**src/rtl/async_rx_pkg.sv**
```systemverilog
package async_rx_pkg;
  typedef enum logic [2:0] {
    RX_IDLE,
    RX_START,
    RX_DATA,
    RX_PAR,
    RX_STOP
  } rx_state_t;
endpackage

```
**src/rtl/async_rx_sampler.sv**
```systemverilog
module async_rx_sampler
  import async_rx_pkg::*;
#(
  parameter int OVS = 16,
  parameter int DW  = 8
) (
  input  logic          clk,
  input  logic          rst,
  input  logic          tick,
  input  logic          rxd,
  input  logic          par_en,
  input  logic          par_odd,
  output logic          done,
  output logic [DW-1:0] word,
  output logic          stop_bad,
  output logic          par_bad
);
  localparam int CW = $clog2(OVS);
  localparam int BW = (DW > 1) ? $clog2(DW) : 1;
  localparam logic [CW-1:0] HALF_END = CW'(OVS/2 - 1);
  localparam logic [CW-1:0] BIT_END  = CW'(OVS - 1);
  localparam logic [BW-1:0] LAST_BIT = BW'(DW - 1);

  rx_state_t     state;
  logic [CW-1:0] cnt;
  logic [BW-1:0] bitn;
  logic [DW-1:0] sh;
  logic          rx_m, rx_s, armed, pbit;

  // two-flop synchronizer
  always_ff @(posedge clk) begin
    if (rst) begin
      rx_m <= 1'b1;
      rx_s <= 1'b1;
    end else begin
      rx_m <= rxd;
      rx_s <= rx_m;
    end
  end

  always_ff @(posedge clk) begin
    if (rst) begin
      state    <= RX_IDLE;
      cnt      <= '0;
      bitn     <= '0;
      sh       <= '0;
      armed    <= 1'b0;
      pbit     <= 1'b0;
      done     <= 1'b0;
      word     <= '0;
      stop_bad <= 1'b0;
      par_bad  <= 1'b0;
    end else begin
      done <= 1'b0;
      if (tick) begin
        case (state)
          RX_IDLE: begin
            // a start needs a high-to-low transition seen on ticks
            if (rx_s) armed <= 1'b1;
            else if (armed) begin
              armed <= 1'b0;
              state <= RX_START;
              cnt   <= '0;
            end
          end
          RX_START: begin
            if (cnt == HALF_END) begin
              cnt <= '0;
              if (rx_s) begin
                state <= RX_IDLE;
                armed <= 1'b1;
              end else begin
                state <= RX_DATA;
                bitn  <= '0;
              end
            end else cnt <= cnt + 1'b1;
          end
          RX_DATA: begin
            if (cnt == BIT_END) begin
              cnt <= '0;
              sh  <= {rx_s, sh[DW-1:1]};
              if (bitn == LAST_BIT) state <= par_en ? RX_PAR : RX_STOP;
              else bitn <= bitn + 1'b1;
            end else cnt <= cnt + 1'b1;
          end
          RX_PAR: begin
            if (cnt == BIT_END) begin
              cnt   <= '0;
              pbit  <= rx_s;
              state <= RX_STOP;
            end else cnt <= cnt + 1'b1;
          end
          RX_STOP: begin
            if (cnt == BIT_END) begin
              cnt      <= '0;
              done     <= 1'b1;
              word     <= sh;
              stop_bad <= ~rx_s;
              par_bad  <= par_en & (^sh ^ pbit ^ par_odd);
              armed    <= 1'b0;
              state    <= RX_IDLE;
            end else cnt <= cnt + 1'b1;
          end
          default: state <= RX_IDLE;
        endcase
      end
    end
  end

  // a completion pulse lasts a single clock
  a_r1_single_done: assert property (@(posedge clk) disable iff (rst)
    done |=> !done);
endmodule

```
**src/rtl/async_rx_status.sv**
```systemverilog
module async_rx_status #(
  parameter int DW = 8
) (
  input  logic          clk,
  input  logic          rst,
  input  logic          done,
  input  logic [DW-1:0] word,
  input  logic          stop_bad,
  input  logic          par_bad,
  input  logic          irq_en,
  input  logic          clr_full,
  input  logic          clr_err,
  output logic [DW-1:0] rx_data,
  output logic          rx_full,
  output logic          ovr_err,
  output logic          frm_err,
  output logic          par_err,
  output logic          irq_data,
  output logic          irq_err
);
  logic full_n, ovr_n, frm_n, par_n, ld;

  always_comb begin
    full_n = rx_full & ~clr_full;
    ovr_n  = ovr_err & ~clr_err;
    frm_n  = frm_err & ~clr_err;
    par_n  = par_err & ~clr_err;
    ld     = 1'b0;
    if (done) begin
      if (full_n) ovr_n = 1'b1;
      else begin
        ld     = 1'b1;
        full_n = 1'b1;
        frm_n  = frm_n | stop_bad;
        par_n  = par_n | par_bad;
      end
    end
  end

  always_ff @(posedge clk) begin
    if (rst) begin
      rx_data  <= '0;
      rx_full  <= 1'b0;
      ovr_err  <= 1'b0;
      frm_err  <= 1'b0;
      par_err  <= 1'b0;
      irq_data <= 1'b0;
      irq_err  <= 1'b0;
    end else begin
      if (ld) rx_data <= word;
      rx_full  <= full_n;
      ovr_err  <= ovr_n;
      frm_err  <= frm_n;
      par_err  <= par_n;
      irq_data <= full_n & irq_en;
      irq_err  <= (ovr_n | frm_n | par_n) & irq_en;
    end
  end

  // an empty register takes the finished byte
  a_r2_load: assert property (@(posedge clk) disable iff (rst)
    (done && !rx_full) |=> (rx_full && rx_data == $past(word)));
  // overrun keeps the earlier byte
  a_r3_keep_old: assert property (@(posedge clk) disable iff (rst)
    (done && rx_full && !clr_full) |=> (ovr_err && $stable(rx_data)));
  // error clear strobe empties all error flags
  a_r9_clear_err: assert property (@(posedge clk) disable iff (rst)
    (clr_err && !done) |=> (!ovr_err && !frm_err && !par_err));
  // data request follows the flag under the enable
  a_r7_irq_data: assert property (@(posedge clk) disable iff (rst)
    irq_data == (rx_full && $past(irq_en)));
  // error request follows any error flag under the enable
  a_r8_irq_err: assert property (@(posedge clk) disable iff (rst)
    irq_err == ((ovr_err || frm_err || par_err) && $past(irq_en)));
endmodule

```
**src/rtl/async_rx_unit.sv**
```systemverilog
module async_rx_unit #(
  parameter int OVS = 16,
  parameter int DW  = 8
) (
  input  logic          clk,
  input  logic          rst,
  input  logic          tick,
  input  logic          rxd,
  input  logic          par_en,
  input  logic          par_odd,
  input  logic          irq_en,
  input  logic          clr_full,
  input  logic          clr_err,
  output logic [DW-1:0] rx_data,
  output logic          rx_full,
  output logic          ovr_err,
  output logic          frm_err,
  output logic          par_err,
  output logic          irq_data,
  output logic          irq_err
);
  logic          done, stop_bad, par_bad;
  logic [DW-1:0] word;

  async_rx_sampler #(.OVS(OVS), .DW(DW)) u_smp (
    .clk(clk), .rst(rst), .tick(tick), .rxd(rxd),
    .par_en(par_en), .par_odd(par_odd),
    .done(done), .word(word), .stop_bad(stop_bad), .par_bad(par_bad)
  );

  async_rx_status #(.DW(DW)) u_sts (
    .clk(clk), .rst(rst), .done(done), .word(word),
    .stop_bad(stop_bad), .par_bad(par_bad), .irq_en(irq_en),
    .clr_full(clr_full), .clr_err(clr_err),
    .rx_data(rx_data), .rx_full(rx_full), .ovr_err(ovr_err),
    .frm_err(frm_err), .par_err(par_err),
    .irq_data(irq_data), .irq_err(irq_err)
  );
endmodule

```
**config.mk**
```make
export PLATFORM = sky130hd
export DESIGN_NAME = async_rx_unit
export DESIGN_NICKNAME = d
export VERILOG_FILES = /design/src/rtl/async_rx_pkg.sv /design/src/rtl/async_rx_sampler.sv /design/src/rtl/async_rx_status.sv /design/src/rtl/async_rx_unit.sv
export SDC_FILE = /design/constraint.sdc
export NUM_CORES = 1
export LEC_CHECK = 0
export ABC_AREA = 1
export BUFFER_PORTS_ARGS = -buffer_cell sky130_fd_sc_hd__buf_2
export CAP_MARGIN = 20
export CELL_PAD_IN_SITES_DETAIL_PLACEMENT = 1
export CELL_PAD_IN_SITES_GLOBAL_PLACEMENT = 1
export CORE_MARGIN = 1
export CORE_UTILIZATION = 40
export DETAILED_ROUTE_END_ITERATION = 10
export PLACE_DENSITY_LB_ADDON = 0.1
export SLEW_MARGIN = 30
export SYNTH_ARGS = -nofsm -noshare
export SYNTH_HDL_FRONTEND = slang
export SYNTH_SLANG_ARGS = --single-unit
export TNS_END_PERCENT = 30
```
**constraint.sdc**
```tcl
create_clock -name clk -period 1.6 [get_ports clk]
set_input_delay 0.16 -clock clk [delete_from_list [all_inputs] [get_ports clk]]
set_output_delay 0.16 -clock clk [all_outputs]
set_load 0.02 [all_outputs]
```
==> impl_metrics.toml <==
[global_route]
antenna_found_initial = 0
grt_first_pass_wirelength_um = 7650
grt_pass1_vias = 1702
grtUsageTotal_pct = 18.2
globalRouteOverflowTotal = 0
grt_max_degree = 18

[worst_setup_path]
worstSetupStartpointType = "flip-flop"
crit_path_cell_trace = "ha_4, nand2_2, inv_2, nand2_4, nor2_4, inv_2, nor2_4, buf_4, o21ai_0, a21oi_1"
cp.required_ns = 1.83
crit_slowest_cell = "dfxtp_2"
regToRegSetupSlack_ns = 0.04
worstPathMaxFanout = 5
timing.rr.start = "u_smp.cnt[1]"
cpPeakStageDelay_ns = 0.37
critPathKind = "flip-flop to flip-flop"
arrival_ns = 1.78
r2r-end = "u_smp.sh[7]"
cp-end-kind = "flip-flop"
r2r_cells = 10

[timing]
fin_ws_ns = 0.0447
layout_min_cycle_time_ns = 1.56
slew_violations = 0
slew_headroom_pct = 78.4
post-route-period-util_pct = 97.2
fmax_mhz = 643
final-setup-viol-count = 0
worst_slew_pin_slew_ns = 0.322
finalClockSkew_ns = 0.00166
tns_ns = 0
hold_violations = 0

[flow_run]
drv_cap = 0

[drt]
vias_per_cell = 4.84
drc_errors = 0
drtIter0Drc = 54
wl_um = 4650
vias = 1796
ant_nets = 0
wire_per_inst_um = 12.5
firstDrtPassIters = 4

[floorplanning]
ioPinCount = 23
dieArea_mm2 = 0.00547
num_rows = 25
die_y_um = 74.0
core_area_mm2 = 0.00485
die_width_um = 74.0
start_util_pct = 42.7

[placed_design]
gp_congestion = 0.809
io_buffers = 22
placed_cells = 359
dpl_worst_slack_ns = -0.00598
hpwl_um = 3400

[clock_tree]
cts_sinks = 47
clockRootBuffer = "clkbuf_8"
clk_path_buf_depth = 2
insertion_delay_ns = 0.30
cts_tree = "done"
h-tree-depth = 2
clkTransAtPathRegs_ns = 0.09
cts_inserted_buffers = 5
hold_buffers = 0

[synthesis]
synth-seq-cells = 47
synth_cell_types = 31
ys_warn_count = 0
synthFlopType = "dfxtp_1"
synthesis.area_mm2 = 0.00207
synth_common_cells = "dfxtp_1 (47), nand2_1 (36), o21ai_0 (36), nor2_1 (34), inv_1 (31)"
netlist.area_leader.share_pct = 45.4
synth_area_per_cell_um2 = 7.59
synthTopCellsByArea = "dfxtp_1 (45%), o21ai_0 (8.7%), a21oi_1 (7.0%), nand2_1 (6.5%), nor2_1 (6.2%)"
synth_most_common_cell = "dfxtp_1"
synth_enable_flop_cells = 0
synthArstFlopShare_pct = 0
netlist_instances = 273
synth_fp_nets = 285
synth_top_cell_by_area = "dfxtp_1"
ys_seq_area_share_pct = 45.4

[power_and_ir_drop]
p_comb_share_pct = 28.1
clkPwrFrac_pct = 26.2
max-vdd-ir-drop_v = 0.000813
swShare_pct = 37.1
internal-power_w = 0.00186
p_total_w = 0.00296
pwr-share-seq_pct = 45.7
p_per_area_mw_per_mm2 = 1220
p_sw_w = 0.00110
power_leakage_nw = 1.06

[hold_path]
hp-class = "primary input to flip-flop"
min_to = "u_smp.rx_m"
hold_depth = 2
hold_path.startpoint = "rxd"

[layout]
fin_cells = 371
syn2layout_area_growth_pct = 17.5
diodes = 0
layout-drive-gt1-share_pct = 26.0
final_util_pct = 50.2
nets = 315

[outcome]
outcome = "completed"
worst max-delay path by stage:
stage / from / to / slack, ns / cells after the start
floorplan: u_smp.cnt[0] / u_smp.sh[4] / 0.19 / 10
global placement: u_smp.cnt[1] / u_smp.sh[0] / 0.15 / 10
detailed placement: u_smp.cnt[1] / u_smp.state[0] / -0.006 / 8
CTS: u_smp.cnt[1] / u_smp.sh[3] / 0.007 / 10
global route: u_smp.cnt[0] / u_smp.sh[7] / -0.07 / 10
finish: u_smp.cnt[1] / u_smp.sh[7] / 0.04 / 10
per-layer routing:
metal,track usage (%),part of all wire [%]
met1,23.9,50
met2,30.0,46
met3,2.85,1.7
met4,7.05,1.4
met5,0,0
layout by cell type, fill, tap and decap left out, types with 2 or more instances in the layout:
master / n
a211oi_1: 2
a21oi_1: 29
buf_2: 22
buf_4: 7
clkbuf_8: 6
dfxtp_1: 43
dfxtp_2: 4
ha_1: 2
inv_1: 31
inv_2: 7
nand2_1: 35
nand2_2: 7
nand2_4: 2
nand3_1: 8
nand3_2: 2
nand4_1: 2
nor2_1: 33
nor2_2: 3
nor2_4: 4
o21ai_0: 32
o21ai_1: 3
o21ai_2: 4
or2_2: 3
flip-flops by register name (all words and copies together), names as in the netlist, 3 cells and up:
name,count
u_smp.cnt,4
u_smp.sh,8
u_sts.rx_data,8
u_smp.bitn,3
u_smp.state,3
u_smp.word,8
metrics by stage:
stage	hold WS, ns	area (µm²)
6_report	0.0451	2430
5_1_grt	0.0426	2430
4_1_cts	0.0463	2350
3_5_place_dp	0.363	2250
3_3_place_gp	0.355	2250
2_1_floorplan	0.233	2070
area by class of cell:
type                    instances  area, µm²
well taps                      67       83.8
repair buffers                 30        174
inverters                      39        149
multi-input cells             180        982
flip-flops and latches         47        946
fillers                       647       2410
clock inverters                 2       16.3
clock buffers                   6       82.6
worst max-delay path: cells and delay by family, from the launching register on:
family                     cells  cell delay [ns]
and+or+nand+nor                4             0.44
adders and majority gates      1             0.14
DFF                            1             0.37
AOI/OAI and AO/OA              2             0.23
buffers and inverters          3             0.29
logic make-up after synthesis:
| family | share of synthesized area [%] |
|---|---|
| AOI/OAI and AO/OA | 19.3 |
| xor gates and xnor gates | 0.846 |
| adders and majority gates | 1.81 |
| buffers and inverters | 9.18 |
| DFF | 45.4 |
| and+or+nand+nor | 23.4 |
power by group through the flow:
stage          sequential (W)  clock [W]  combinational (W)
3_5_place_dp          0.00136          0           0.000746
5_1_grt               0.00136   0.000847           0.000940
2_1_floorplan         0.00134          0           0.000575
6_report              0.00135   0.000777           0.000832
3_3_place_gp          0.00136          0           0.000731
4_1_cts               0.00133   0.000800           0.000757
what timing repair did:
item | in CTS | in global routing
resized for setup | 1 | 18
hold endpoints to repair | 0 | 0
setup buffers | 0 | 3
pin swaps | 0 | 5
gates cloned | 0 | 1
endpoints found under the setup margin | 1 | 12
(Power assumes the default switching activity.)
